<file path="src/rtl/sram_pkg.sv">
package sram_pkg;
  localparam int BEAT_W = 2;

  typedef enum logic {
    ORDER_LINEAR      = 1'b0,
    ORDER_INTERLEAVED = 1'b1
  } burst_order_e;

  function automatic logic [BEAT_W-1:0] beat_offset(
    input logic [BEAT_W-1:0] start,
    input logic [BEAT_W-1:0] beat,
    input burst_order_e      order
  );
    if (order == ORDER_INTERLEAVED) return start ^ beat;
    return start + beat;
  endfunction
endpackage

</file>
<file path="src/rtl/sram_burst_seq.sv">
module sram_burst_seq
  import sram_pkg::*;
#(
  parameter int ADDR_W = 6
) (
  input  logic [ADDR_W-1:0] base,
  input  logic [BEAT_W-1:0] beat,
  input  logic              interleave,
  output logic [ADDR_W-1:0] addr
);
  burst_order_e order;
  assign order = interleave ? ORDER_INTERLEAVED : ORDER_LINEAR;

  // upper bits fixed, low bits reordered
  assign addr = {base[ADDR_W-1:BEAT_W], beat_offset(base[BEAT_W-1:0], beat, order)};
endmodule

</file>
<file path="src/rtl/sram_lane_array.sv">
module sram_lane_array #(
  parameter int ADDR_W = 6,
  parameter int LANE_W = 9
) (
  input  logic              clk,
  input  logic              we,
  input  logic [ADDR_W-1:0] waddr,
  input  logic [LANE_W-1:0] wdata,
  input  logic [ADDR_W-1:0] raddr,
  output logic [LANE_W-1:0] rdata
);
  localparam int DEPTH = 1 << ADDR_W;

  logic [LANE_W-1:0] cells [DEPTH];

  always_ff @(posedge clk) begin
    if (we) cells[waddr] <= wdata;
  end

  assign rdata = cells[raddr];
endmodule

</file>
<file path="src/rtl/sram_ctrl.sv">
module sram_ctrl
  import sram_pkg::*;
#(
  parameter int ADDR_W = 6,
  parameter int LANES  = 2
) (
  input  logic              clk,
  input  logic              rst_n,
  input  logic [ADDR_W-1:0] addr,
  input  logic              sel_n,
  input  logic              sel_hi,
  input  logic              sel_lo_n,
  input  logic              ld_pri_n,
  input  logic              ld_sec_n,
  input  logic              step_n,
  input  logic              lane_en_gate_n,
  input  logic [LANES-1:0]  lane_wr_n,
  input  logic              wr_all_n,
  input  logic              ilv_mode,
  input  logic              sleep,
  output logic [ADDR_W-1:0] rd_addr,
  output logic [ADDR_W-1:0] wr_addr,
  output logic [LANES-1:0]  lane_we,
  output logic              rd_live,
  output logic              burst_live,
  output logic [BEAT_W-1:0] beat
);
  logic [ADDR_W-1:0] base_q;
  logic [BEAT_W-1:0] beat_q, beat_nxt;
  logic              live_q, read_q;
  logic              chip_on, take_pri, take_sec, load;
  logic [LANES-1:0]  lane_mask;
  logic              wr_req;
  logic [ADDR_W-1:0] addr_cur, addr_adv;

  assign chip_on  = !sel_n && sel_hi && !sel_lo_n;
  assign take_pri = !ld_pri_n && !sel_n;
  assign take_sec = !ld_sec_n && !take_pri;
  assign load     = take_pri || take_sec;
  assign beat_nxt = beat_q + 1'b1;

  always_comb begin
    if (!wr_all_n)            lane_mask = '1;
    else if (!lane_en_gate_n) lane_mask = ~lane_wr_n;
    else                      lane_mask = '0;
  end
  assign wr_req = |lane_mask;

  sram_burst_seq #(.ADDR_W(ADDR_W)) u_seq_cur (
    .base(base_q), .beat(beat_q), .interleave(ilv_mode), .addr(addr_cur)
  );
  sram_burst_seq #(.ADDR_W(ADDR_W)) u_seq_adv (
    .base(base_q), .beat(beat_nxt), .interleave(ilv_mode), .addr(addr_adv)
  );

  always_comb begin
    wr_addr = addr;
    lane_we = '0;
    if (!sleep) begin
      if (take_sec && chip_on) begin
        wr_addr = addr;
        lane_we = lane_mask;
      end else if (!load && live_q) begin
        wr_addr = step_n ? addr_cur : addr_adv;
        lane_we = lane_mask;
      end
    end
  end

  always_ff @(posedge clk or negedge rst_n) begin
    if (!rst_n) begin
      base_q <= '0;
      beat_q <= '0;
      live_q <= 1'b0;
      read_q <= 1'b0;
    end else if (!sleep) begin
      if (load) begin
        base_q <= addr;
        beat_q <= '0;
        live_q <= chip_on;
        read_q <= take_pri ? 1'b1 : !wr_req;
      end else if (live_q) begin
        if (!step_n) beat_q <= beat_nxt;
        read_q <= !wr_req;
      end
    end
  end

  assign rd_addr    = addr_cur;
  assign rd_live    = live_q && read_q;
  assign burst_live = live_q;
  assign beat       = beat_q;
endmodule

</file>
<file path="src/rtl/burst_sram.sv">
module burst_sram
  import sram_pkg::*;
#(
  parameter int ADDR_W = 6,
  parameter int LANES  = 2,
  parameter int LANE_W = 9,
  localparam int DATA_W = LANES * LANE_W
) (
  input  logic              clk,
  input  logic              rst_n,
  input  logic [ADDR_W-1:0] addr,
  input  logic              sel_n,
  input  logic              sel_hi,
  input  logic              sel_lo_n,
  input  logic              ld_pri_n,
  input  logic              ld_sec_n,
  input  logic              step_n,
  input  logic              lane_en_gate_n,
  input  logic [LANES-1:0]  lane_wr_n,
  input  logic              wr_all_n,
  input  logic [DATA_W-1:0] wdata,
  input  logic              out_en_n,
  input  logic              ilv_mode,
  input  logic              sleep,
  output logic [DATA_W-1:0] rdata,
  output logic              rdata_drv
);
  logic [ADDR_W-1:0] rd_addr, wr_addr;
  logic [LANES-1:0]  lane_we;
  logic              rd_live, burst_live;
  logic [BEAT_W-1:0] beat;
  logic [DATA_W-1:0] array_q;

  sram_ctrl #(.ADDR_W(ADDR_W), .LANES(LANES)) u_ctrl (
    .clk(clk), .rst_n(rst_n), .addr(addr),
    .sel_n(sel_n), .sel_hi(sel_hi), .sel_lo_n(sel_lo_n),
    .ld_pri_n(ld_pri_n), .ld_sec_n(ld_sec_n), .step_n(step_n),
    .lane_en_gate_n(lane_en_gate_n), .lane_wr_n(lane_wr_n), .wr_all_n(wr_all_n),
    .ilv_mode(ilv_mode), .sleep(sleep),
    .rd_addr(rd_addr), .wr_addr(wr_addr), .lane_we(lane_we),
    .rd_live(rd_live), .burst_live(burst_live), .beat(beat)
  );

  for (genvar i = 0; i < LANES; i++) begin : g_lane
    sram_lane_array #(.ADDR_W(ADDR_W), .LANE_W(LANE_W)) u_lane (
      .clk(clk),
      .we(lane_we[i]),
      .waddr(wr_addr),
      .wdata(wdata[i*LANE_W +: LANE_W]),
      .raddr(rd_addr),
      .rdata(array_q[i*LANE_W +: LANE_W])
    );
  end

  assign rdata_drv = rd_live && !out_en_n && !sleep;
  assign rdata     = rdata_drv ? array_q : '0;
endmodule

</file>
<file path="config.mk">
export PLATFORM = sky130hd
export DESIGN_NAME = burst_sram
export DESIGN_NICKNAME = d
export VERILOG_FILES = /design/src/rtl/sram_pkg.sv /design/src/rtl/sram_burst_seq.sv /design/src/rtl/sram_lane_array.sv /design/src/rtl/sram_ctrl.sv /design/src/rtl/burst_sram.sv
export SDC_FILE = /design/constraint.sdc
export NUM_CORES = 1
export LEC_CHECK = 0
export ABC_CLOCK_PERIOD_IN_PS = 4100
export BUFFER_PORTS_ARGS = -buffer_cell sky130_fd_sc_hd__buf_4
export CORE_MARGIN = 1.5
export CORE_UTILIZATION = 50
export DETAILED_ROUTE_END_ITERATION = 8
export PLACE_DENSITY = 0.69
export SETUP_SLACK_MARGIN = 0.05
export SYNTH_ARGS = -nofsm -noshare
export SYNTH_HDL_FRONTEND = slang
export SYNTH_HIERARCHICAL = 1
export SYNTH_SLANG_ARGS = --single-unit
</file>
<file path="constraint.sdc">
create_clock -name clk -period 4.1 [get_ports clk]
set_clock_uncertainty 0.2 [all_clocks]
set_input_delay 0 -clock clk [delete_from_list [all_inputs] [get_ports clk]]
set_output_delay 0 -clock clk [all_outputs]
set_load 0.01 [all_outputs]
</file>
**Yosys cells after proc, flatten, opt, wreduce, memory -nomap -nowiden**

Memory sizes are Yosys's and may differ from the RTL's.
Cells that the tools add are included.

- Memories: 2
- Bits in registers: 10
- Memory bits (writable): 1152

- Equal/unequal tests: 1
- Reduce and logical (&&, ||, !) cells: 24
- Mux-type cells: 26
- Bitwise logic cells: 4
- $add $sub $neg: 3

Memory list:

| name | words | bits a word | read ports | clocked after memory_dff | write ports | RTL line | text |
|---|---|---|---|---|---|---|---|
| g_lane[0].u_lane.cells | 64 | 9 | 1 | 0 | 1 | sram_lane_array.sv:14 | `logic [LANE_W-1:0] cells [DEPTH];` |
| g_lane[1].u_lane.cells | 64 | 9 | 1 | 0 | 1 | sram_lane_array.sv:14 |  |

Operators by type and width:

| cell | number |
|---|---|
| 2-to-1 mux 2 bit | 13 |
| 2-to-1 mux 18 bit | 1 |
| 2-to-1 mux 6 bit | 3 |
| logical AND 1 bit | 9 |
| zero test 1 bit | 9 |
| 2-to-1 mux 1 bit | 9 |
| adder 2 bit | 2 |
| AND reduction 2 bit | 2 |
| XOR 2 bit | 2 |
| AND reduction 3 bit | 1 |
| adder 2 x 1 -> 2 bit, second input constant | 1 |
| != test 2 x 1 -> 1 bit, second input constant | 1 |
| inverter 2 bit | 1 |
| nonzero test 2 bit | 1 |
| OR reduction 2 bit | 1 |
| logical OR 1 bit | 1 |
| inverter 1 bit | 1 |

**Depth between registers and ports, before layout**

Gate-level depths: netlist of run 1.

- Depth in word-level cells: 12
- Depth in mapped cells: 13
- Gate-level depth less buffers: 9

**Cells and area by module**

Netlist of run 1, hierarchy kept.

By module, submodules not included:

| module | cells an instance | instances | sequential area each (µm²) | area each (µm²) |
|---|---|---|---|---|
| sram_lane_array | 1011 | 2 | 17296.6 | 22414.0 |
| sram_ctrl | 62 | 1 | 250.2 | 674.4 |
| burst_sram | 22 | 1 | 0.0 | 305.3 |
| sram_burst_seq | 9 | 2 | 0.0 | 70.1 |

**Worst setup path after synthesis of run 1**

No wires, ideal clock.

- Path type: register to register
- Start: reg u_ctrl.beat_q[0], in the netlist u_ctrl/beat[0]
- End: mem g_lane[0].u_lane.cells[48][0] (enable)
- Library setup time: 387 ps
- Period minus slack after synthesis: 3064 ps
- Arrival: 2477 ps
- Slack: 1036 ps
- Cell stages (with the launch flop): 7
- Cells stage by stage: dfrtp_1 > ha_1 > clkbuf_1 > mux2_2 > mux2_2 > nand4b_1 > nor3_1

- Elaborated cells between the ends (all ways): 13
- Those cells by class: 3 x add/sub; 8 x mux; 2 x bitwise

RTL lines:

| what | RTL line | text |
|---|---|---|
| from (decl) | sram_ctrl.sv:29 | `logic [BEAT_W-1:0] beat_q, beat_nxt;` |
| from (signal assigned) | sram_ctrl.sv:83 | `if (!step_n) beat_q <= beat_nxt;` |
| branches (longest 2 deep; another with adder 2 bit) | n/a |  |
| 2-to-1 mux 2 bit (*) | sram_pkg.sv:15 | `return start + beat;` |
| named net rd_addr[0] | burst_sram.sv:28 | `logic [ADDR_W-1:0] rd_addr, wr_addr;` |
| 2-to-1 mux 2 bit (*) | sram_ctrl.sv:64 | `wr_addr = step_n ? addr_cur : addr_adv;` |
| 2-to-1 mux 6 bit (*) | sram_ctrl.sv:63 | `end else if (!load && live_q) begin` |
| 2-to-1 mux 6 bit (*) | sram_ctrl.sv:60 | `if (take_sec && chip_on) begin` |
| 2-to-1 mux 6 bit (*) | sram_ctrl.sv:59 | `if (!sleep) begin` |
| named net wr_addr[0] | burst_sram.sv:28 |  |
| to (decl) | sram_lane_array.sv:14 |  |

Mark *: on every way through the listed nets, which the timed path passes. The select of a mux whose other input is x is not followed.

**Worst setup path in the final report of run 1**

- Start: reg u_ctrl.beat_q[0], in the netlist u_ctrl/beat[0]
- End: out rdata[6]

- Elaborated cells between the ends (all ways): 6
- Those cells by class: 1 x add/sub; 3 x mux; 1 x bitwise; 1 x memory

RTL lines:

| what | RTL line | text |
|---|---|---|
| adder 2 bit | sram_pkg.sv:15 |  |
| 2-to-1 mux 2 bit | sram_pkg.sv:15 |  |
| named net rd_addr[1] | burst_sram.sv:28 |  |
| memory read (64 x 9 bit) | n/a |  |
| named net array_q[6] | burst_sram.sv:32 | `logic [DATA_W-1:0] array_q;` |
| 2-to-1 mux 18 bit | burst_sram.sv:56 | `assign rdata = rdata_drv ? array_q : '0;` |
| to (decl) | burst_sram.sv:25 | `output logic [DATA_W-1:0] rdata,` |

The timed path passes the listed nets, and every way through them passes these cells. The select of a mux whose other input is x is not followed.

==> results of run 1 <==
## final cells by class
cell class	count	area share [%]
Clock buffer	126	5.22
Multi-Input combinational cell	834	19.6
Clock inverter	76	1.58
Inverter	5	0.0346
Sequential cell	1162	64.2
Timing Repair Buffer	367	6.58
Tap cell	1186	2.73
## worst paths after layout
path,to,slack [ns],depth (start not counted)
worst min-delay path,g_lane[0].u_lane/cells[39][4]$_DFFE_PP_,0.14,7
worst max-delay path,rdata[6],0.07,12
max in group asynchronous,u_ctrl/base_q[2]$_DFFE_PN0P_,3.11,3
min in group asynchronous,u_ctrl/read_q$_DFFE_PN0P_,0.18,3
worst max register to register,g_lane[1].u_lane/cells[26][0]$_DFFE_PP_,0.10,10
worst min register to register,u_ctrl/read_q$_DFFE_PN0P_,0.89,2
## placed cells by master, fill, tap and decap left out, drive strengths merged, types with 7 or more instances in the layout
cell type / n
a2111oi: 12
a21oi: 15
a22oi: 34
and2: 9
and4bb: 9
buf: 305
bufinv: 16
clkbuf: 129
clkinv: 49
dfrtp: 10
dlygate4sd3: 54
edfxtp: 1152
inv: 10
mux2: 28
mux2i: 44
mux4: 302
nand2: 48
nand2b: 13
nand3: 25
nand3b: 8
nor2: 146
nor2b: 30
nor4bb: 9
o211ai: 10
o21ai: 13
o21bai: 7
o221ai: 10
o22ai: 17
## sequential cells by signal, indices dropped and copies added (netlist names)
name,flops
g_lane.u_lane/cells,1152
u_ctrl/beat,2
u_ctrl/burst_live,1
u_ctrl/base_q,6
u_ctrl/read_q,1
## worst min-delay path: stages
cell     delay [ns]
buf_4          0.09
nor2_1         0.03
nor2_1         0.10
a21oi_1        0.08
buf_4          0.17
nand4_1        0.15
nor2_1         0.19
## Yosys cell counts (all sizes together), types with 4 or more instances
| master | number | area share [%] |
|---|---|---|
| mux2i | 44 | 0.96 |
| o2111ai | 4 | 0.076 |
| nor2b | 30 | 0.41 |
| xnor2 | 4 | 0.076 |
| a211oi | 6 | 0.098 |
| o221ai | 10 | 0.19 |
| a2111oi | 12 | 0.23 |
| clkbuf | 48 | 0.39 |
| a21oi | 15 | 0.16 |
| mux4 | 302 | 15 |
| a221o | 6 | 0.13 |
| nand3b | 8 | 0.13 |
| dfrtp | 10 | 0.54 |
| nand4 | 4 | 0.054 |
| o21bai | 7 | 0.11 |
| and4bb | 9 | 0.25 |
| buf | 75 | 1.3 |
| o21ai | 13 | 0.15 |
| edfxtp | 1152 | 75 |
| nor2 | 146 | 1.2 |
| o22ai | 17 | 0.23 |
| mux2 | 28 | 0.69 |
| inv | 5 | 0.041 |
| nor3 | 4 | 0.044 |
| nor4bb | 9 | 0.34 |
| nand3 | 25 | 0.27 |
| a22oi | 34 | 0.56 |
| and2 | 9 | 0.12 |
| nand2b | 13 | 0.18 |
| nand2 | 48 | 0.39 |
| nor3b | 5 | 0.11 |
| o211ai | 10 | 0.16 |
## repair_timing
action / 4_1_cts / 5_1_grt
setup endpoints to repair: 18 / 44
endpoints found under the hold margin: 1193 / 0
buffers inserted: 22 / 14
gates cloned: 9 / 4
hold buffers: 54 / 0
pin swaps: 5 / 13
resized for setup: 77 / 35
## per-stage QoR
| step | TNS, ns | setup WS [ns] | total power (W) | hold slack [ns] |
|---|---|---|---|---|
| 2_1_floorplan | 0 | 1.04 | 0.0156 | -0.496 |
| 3_3_place_gp | -0.158 | -0.158 | 0.0166 | -0.362 |
| 3_5_place_dp | 0 | 0.169 | 0.0167 | -0.359 |
| 4_1_cts | 0 | 0.0345 | 0.0274 | 0.106 |
| 5_1_grt | 0 | 0.00641 | 0.0281 | 0.179 |
| 6_report | 0 | 0.0685 | 0.0274 | 0.142 |
## cell families after synthesis
kind of cell / count (synthesis) / share of synthesized area (%)
flip-flops: 1162 / 75.8
multiplexers: 374 / 16.6
AND/OR/NAND/NOR: 318 / 3.64
AO/OA/AOI/OAI: 135 / 2.12
buffers and inverters: 128 / 1.69
XOR/XNOR: 5 / 0.0953
adder cells (fa/ha/maj): 2 / 0.0545
## power by group through the flow
stage          Clock, W  Combinational, W  Sequential, W
3_5_place_dp          0           0.00328         0.0134
2_1_floorplan         0           0.00225         0.0133
4_1_cts          0.0105           0.00378         0.0131
6_report         0.0104           0.00391         0.0131
5_1_grt          0.0109           0.00410         0.0131
3_3_place_gp          0           0.00324         0.0134
## layer usage
| layer | wire length, um | global-route usage (%) |
|---|---|---|
| met2 | 52900 | 37.1 |
| met5 | 0 | 0 |
| met3 | 9060 | 4.23 |
| met1 | 43500 | 33.0 |
| met4 | 2430 | 6.24 |
==> impl_metrics.ini, run 1 <==
[worst_setup_path]
path_delay_family = multiplexers
path_cells = ha_4, nor2b_2, xnor2_2, buf_6, buf_16, buf_16, mux4_2, mux4_2, o211ai_1, nand2_1, and4bb_2, buf_4
crit_buf_inv = 4
cp-start-kind = flip-flop
path_class = flip-flop to output port
path_max_fanout = 24
critPathMaxStageDelay_ns = 0.54
cp-startpoint = u_ctrl/beat[0]$_DFFE_PN0P_
arrival_ns = 3.83
r2r_start = u_ctrl/base_q[0]$_DFFE_PN0P_
crit_required_ns = 3.90
cpMaxStageDelayCell = mux4_2
end_kind = output port

[power_and_ir_drop]
power.leakage_nw = 17.5
p_switching_w = 0.00645
p_seq_share_pct = 47.9
ir_worst_vdd_uv = 438
p_per_area_nw_per_um2 = 505
clockPowerShare_pct = 37.8
p_comb_share_pct = 14.3
p_int_w = 0.0210
p_sw_share_pct = 23.5

[routing]
ant_nets = 0
via_per_inst = 6.17
wl_um = 108000
firstDrtPassIters = 5
vias = 23173
wl_per_cell_um = 28.7
drtIter0Drc = 2862
drc = 0

[final_layout]
final_area_um2 = 54300
register_area_um2 = 34900
multi_input_area_um2 = 10600
syn_to_final_growth_pct = 18.1
layout.nets = 2520
drive_gt1_share_pct = 33.9
instances_no_fill = 3756
fillers = 6293
post-route-util_pct = 59.4
diodes = 0

[die]
start_util_pct = 50.3
dieArea_um2 = 93700
die_w_um = 306
io_pins = 58
rows = 111
die_h_um = 306
coreArea_um2 = 91400

[logic_synthesis]
synth_seq_area_share_pct = 75.8
syn_area_um2 = 45900
ys_warn_count = 6
ys.flop_type = edfxtp_1
syn_avg_cell_area_um2 = 21.6
syn_nets = 2165
async_reset_ff_share_pct = 0.861
synth_edf_count = 1152
ys_ff_latch = 1162
ys_types = 50
netlist_instances = 2124

[timing]
hold_viol = 0
rsz0062_at_grt = true
tightest_slew_ns = 1.30
min_period_ns = 4.03
slew_headroom_pct = 13.3
setup_viol = 0
fmax_ghz = 0.248
slew_viol_final = 0
fin_crit_sh_pct = 98.3

[placement]
placed_cell_area_um2 = 48900
portBuffers = 57
dp.cells = 3453
post-dp-hpwl_um = 63800
gp_congestion = 0.812

[global_route]
grt-ovfl-total = 0
grt_max_degree = 65
grtUsageTotal_pct = 23.1
antenna_found_initial = 5
grt_pass1_vias = 23745
grt_pass1_wl_um = 158000

[clock_tree]
clk_pin_slew_ns = 0.06
clock_latency_ns = 0.69
clock_sinks = 1162
cts_inserted_buffers = 109
clk_path_buf_depth = 3
root_buffer = clkbuf_16
tritoncts = yes
htreeDepth = 3

[outcome]
outcome = finished clean

[worst_hold_path]
hold_start = lane_wr_n[0]
hold_path.class = input port to flip-flop

[flow_run]
maxCapViolations = 0
Note: power is estimated with default switching activity, not from simulation.
==> inputs of run 2 (changes only) <==
--- a/config.mk
+++ b/config.mk
@@ -7,9 +7,11 @@
 export LEC_CHECK = 0
 export ABC_CLOCK_PERIOD_IN_PS = 4100
 export BUFFER_PORTS_ARGS = -buffer_cell sky130_fd_sc_hd__buf_4
+export CORE_ASPECT_RATIO = 0.75
 export CORE_MARGIN = 1.5
 export CORE_UTILIZATION = 50
 export DETAILED_ROUTE_END_ITERATION = 8
+export MAX_ROUTING_LAYER = met4
 export PLACE_DENSITY = 0.69
 export SETUP_SLACK_MARGIN = 0.05
 export SYNTH_ARGS = -nofsm -noshare
==> run 2 against run 1 <==
The flow now finishes with violations (negative setup slack). Flip-flop and latch count stayed put. Register-to-register slack better by 0.21 ns. Global-route usage is 1.7 points higher. Power is 1.1% higher. Via count up 2.7%. Highest routed layer unchanged.
==> impl_metrics.ini, run 2 (synthesis results as in run 1) <==
[outcome]
outcome = finished with violations
failed_checks = negative setup slack

[worst_setup_path]
rr_endpoint = g_lane[1].u_lane/cells[44][6]$_DFFE_PP_
arrival_ns = 3.91
ff2ff_setup_slack_ns = 0.31
cp-start-kind = flip-flop
path_class = flip-flop to output port
path_max_fanout = 18
r2r_start = u_ctrl/beat[0]$_DFFE_PN0P_
crit_required_ns = 3.90
end_kind = output port
reg2reg_depth = 9

[timing]
timing.final.ws_setup_ns = -0.00719
tightest_slew_ns = 1.36
hold_viol = 0
rsz0062_at_grt = true
setup_viol = 1
hold_ws_ns = 0.136
fmax_ghz = 0.243
fin_crit_sh_pct = 100
min_period_ns = 4.11
slew_headroom_pct = 9.32
slew_viol_final = 0

[power_and_ir_drop]
ir_worst_vdd_uv = 308
p_comb_share_pct = 14.9
clockPowerShare_pct = 37.7
p_switching_w = 0.00656
p_sw_share_pct = 23.7
p_per_area_nw_per_um2 = 508
p_int_w = 0.0212
p_seq_share_pct = 47.4
power.leakage_nw = 17.7

[clock_tree]
tritoncts = yes
cts_inserted_buffers = 109
clock_latency_ns = 0.68
clk_path_buf_depth = 3
clock_sinks = 1162
clk_pin_slew_ns = 0.06
root_buffer = clkbuf_16
htreeDepth = 3

[placement]
post-dp-hpwl_um = 66500
portBuffers = 57
dp.cells = 3494
gp_congestion = 0.848

[final_layout]
layout.nets = 2539
top_register = g_lane.u_lane/cells
drive_gt1_share_pct = 35.0
multi_input_area_um2 = 10700
final_common_cell = edfxtp_1
largest_reg_flops = 1152
instances_no_fill = 3821
syn_to_final_growth_pct = 18.8
layout_common_cells = edfxtp_1, mux4_2, buf_4
register_area_um2 = 34900
fillers = 6272

[routing]
drtIter0Drc = 3841
ant_nets = 0
firstDrtPassIters = 6
wl_um = 114000
vias = 23803
via_per_inst = 6.23
drc = 0
wl_per_cell_um = 29.9

[global_route]
grtUsageTotal_pct = 24.8
antenna_found_initial = 4
grt-ovfl-total = 0
grt_pass1_vias = 23580
grt_pass1_wl_um = 163000
grt_max_degree = 65

[die]
dieArea_um2 = 93700
rows = 96
io_pins = 58
die_w_um = 353
coreArea_um2 = 91300
start_util_pct = 50.3
die_h_um = 266

[worst_hold_path]
hold_end = g_lane[1].u_lane/cells[51][1]$_DFFE_PP_
worstHoldPathCells = 6
hold_start = lane_wr_n[1]
hold_path.class = input port to flip-flop

[flow_run]
maxCapViolations = 0
[run 2: cell types whose count changed in the layout (fill, tap and decap cells not counted), sizes merged]
cell | previous run | this run
buf | 305 | 327
bufinv | 16 | 15
clkbuf | 129 | 141
clkinv | 49 | 44
clkinvlp | 6 | 7
diode | 0 | 4
dlygate4sd3 | 54 | 50
inv | 10 | 7
[run 2: how the worst max path moves through the flow]
stage / to / slack (ns) / cells after the start / startpoint
2_1_floorplan: g_lane[0].u_lane/cells[48][0]$_DFFE_PP_ / 1.04 / 6 / u_ctrl/beat[0]$_DFFE_PN0P_
3_3_place_gp: rdata[12] / 0.38 / 11 / u_ctrl/beat[0]$_DFFE_PN0P_
3_5_place_dp: rdata[8] / 0.32 / 10 / u_ctrl/beat[0]$_DFFE_PN0P_
4_1_cts: rdata[8] / 0.02 / 10 / u_ctrl/base_q[0]$_DFFE_PN0P_
5_1_grt: rdata[12] / -0.04 / 13 / u_ctrl/beat[0]$_DFFE_PN0P_
6_report: rdata[12] / -0.007 / 12 / u_ctrl/beat[0]$_DFFE_PN0P_
[run 2: worst max-delay path: stages, from the launching register on]
cell,delay (ns)
dfrtp_2,0.43
ha_4,0.16
nor2b_4,0.13
xnor2_4,0.18
buf_12,0.18
buf_12,0.15
buf_16,0.16
mux4_2,0.32
mux4_2,0.52
o211ai_1,0.41
nand2_1,0.20
nor4bb_2,0.22
buf_4,0.17
[run 2: power by group through the flow]
| stage | registers (W) | clock network [W] | logic (W) |
|---|---|---|---|
| global placement | 0.0134 | 0 | 0.00329 |
| global route | 0.0131 | 0.0110 | 0.00432 |
| CTS | 0.0131 | 0.0106 | 0.00382 |
| floorplan | 0.0133 | 0 | 0.00225 |
| finish | 0.0131 | 0.0105 | 0.00413 |
| detailed placement | 0.0134 | 0 | 0.00334 |
[run 2: per-stage QoR]
| step | area [um2] | TNS (ns) | worst slack, ns | power, W | utilization (%) |
|---|---|---|---|---|---|
| after CTS | 54000 | 0 | 0.0199 | 0.0275 | 59.1 |
| after global placement | 48900 | 0 | 0.375 | 0.0167 | 53.6 |
| final | 54600 | -0.00719 | -0.00719 | 0.0277 | 59.8 |
| after detailed placement | 48900 | 0 | 0.322 | 0.0167 | 53.6 |
| after floorplan | 45900 | 0 | 1.04 | 0.0156 | - |
| after global routing | 54600 | -0.127 | -0.0355 | 0.0284 | 59.8 |
[run 2: final cells by class]
cell class	instances	share of cell area (%)
sequential	1162	63.8
clock buffer	137	5.46
tap	1225	2.81
multi-input combinational	834	19.6
antenna	4	0.0183
timing repair buffer	386	6.85
clock inverter	68	1.37
inverter	5	0.0344
[run 2: what timing repair did]
item,in CTS,in global routing
setup endpoints to repair,18,18
endpoints found under the hold margin,1172,0
pin swaps,10,15
setup buffers,35,20
hold buffers,50,0
gates resized for setup,58,70
cloned,10,4
[run 2: per-layer routing]
| metal | global-route usage [%] | up-vias | part of all wire (%) |
|---|---|---|---|
| li1 | - | 9694 | - |
| met1 | 36.9 | 12376 | 41 |
| met2 | 34.7 | 1531 | 44 |
| met3 | 6.24 | 202 | 12 |
| met4 | 6.01 | 0 | 2.3 |
| met5 | - | - | 0 |
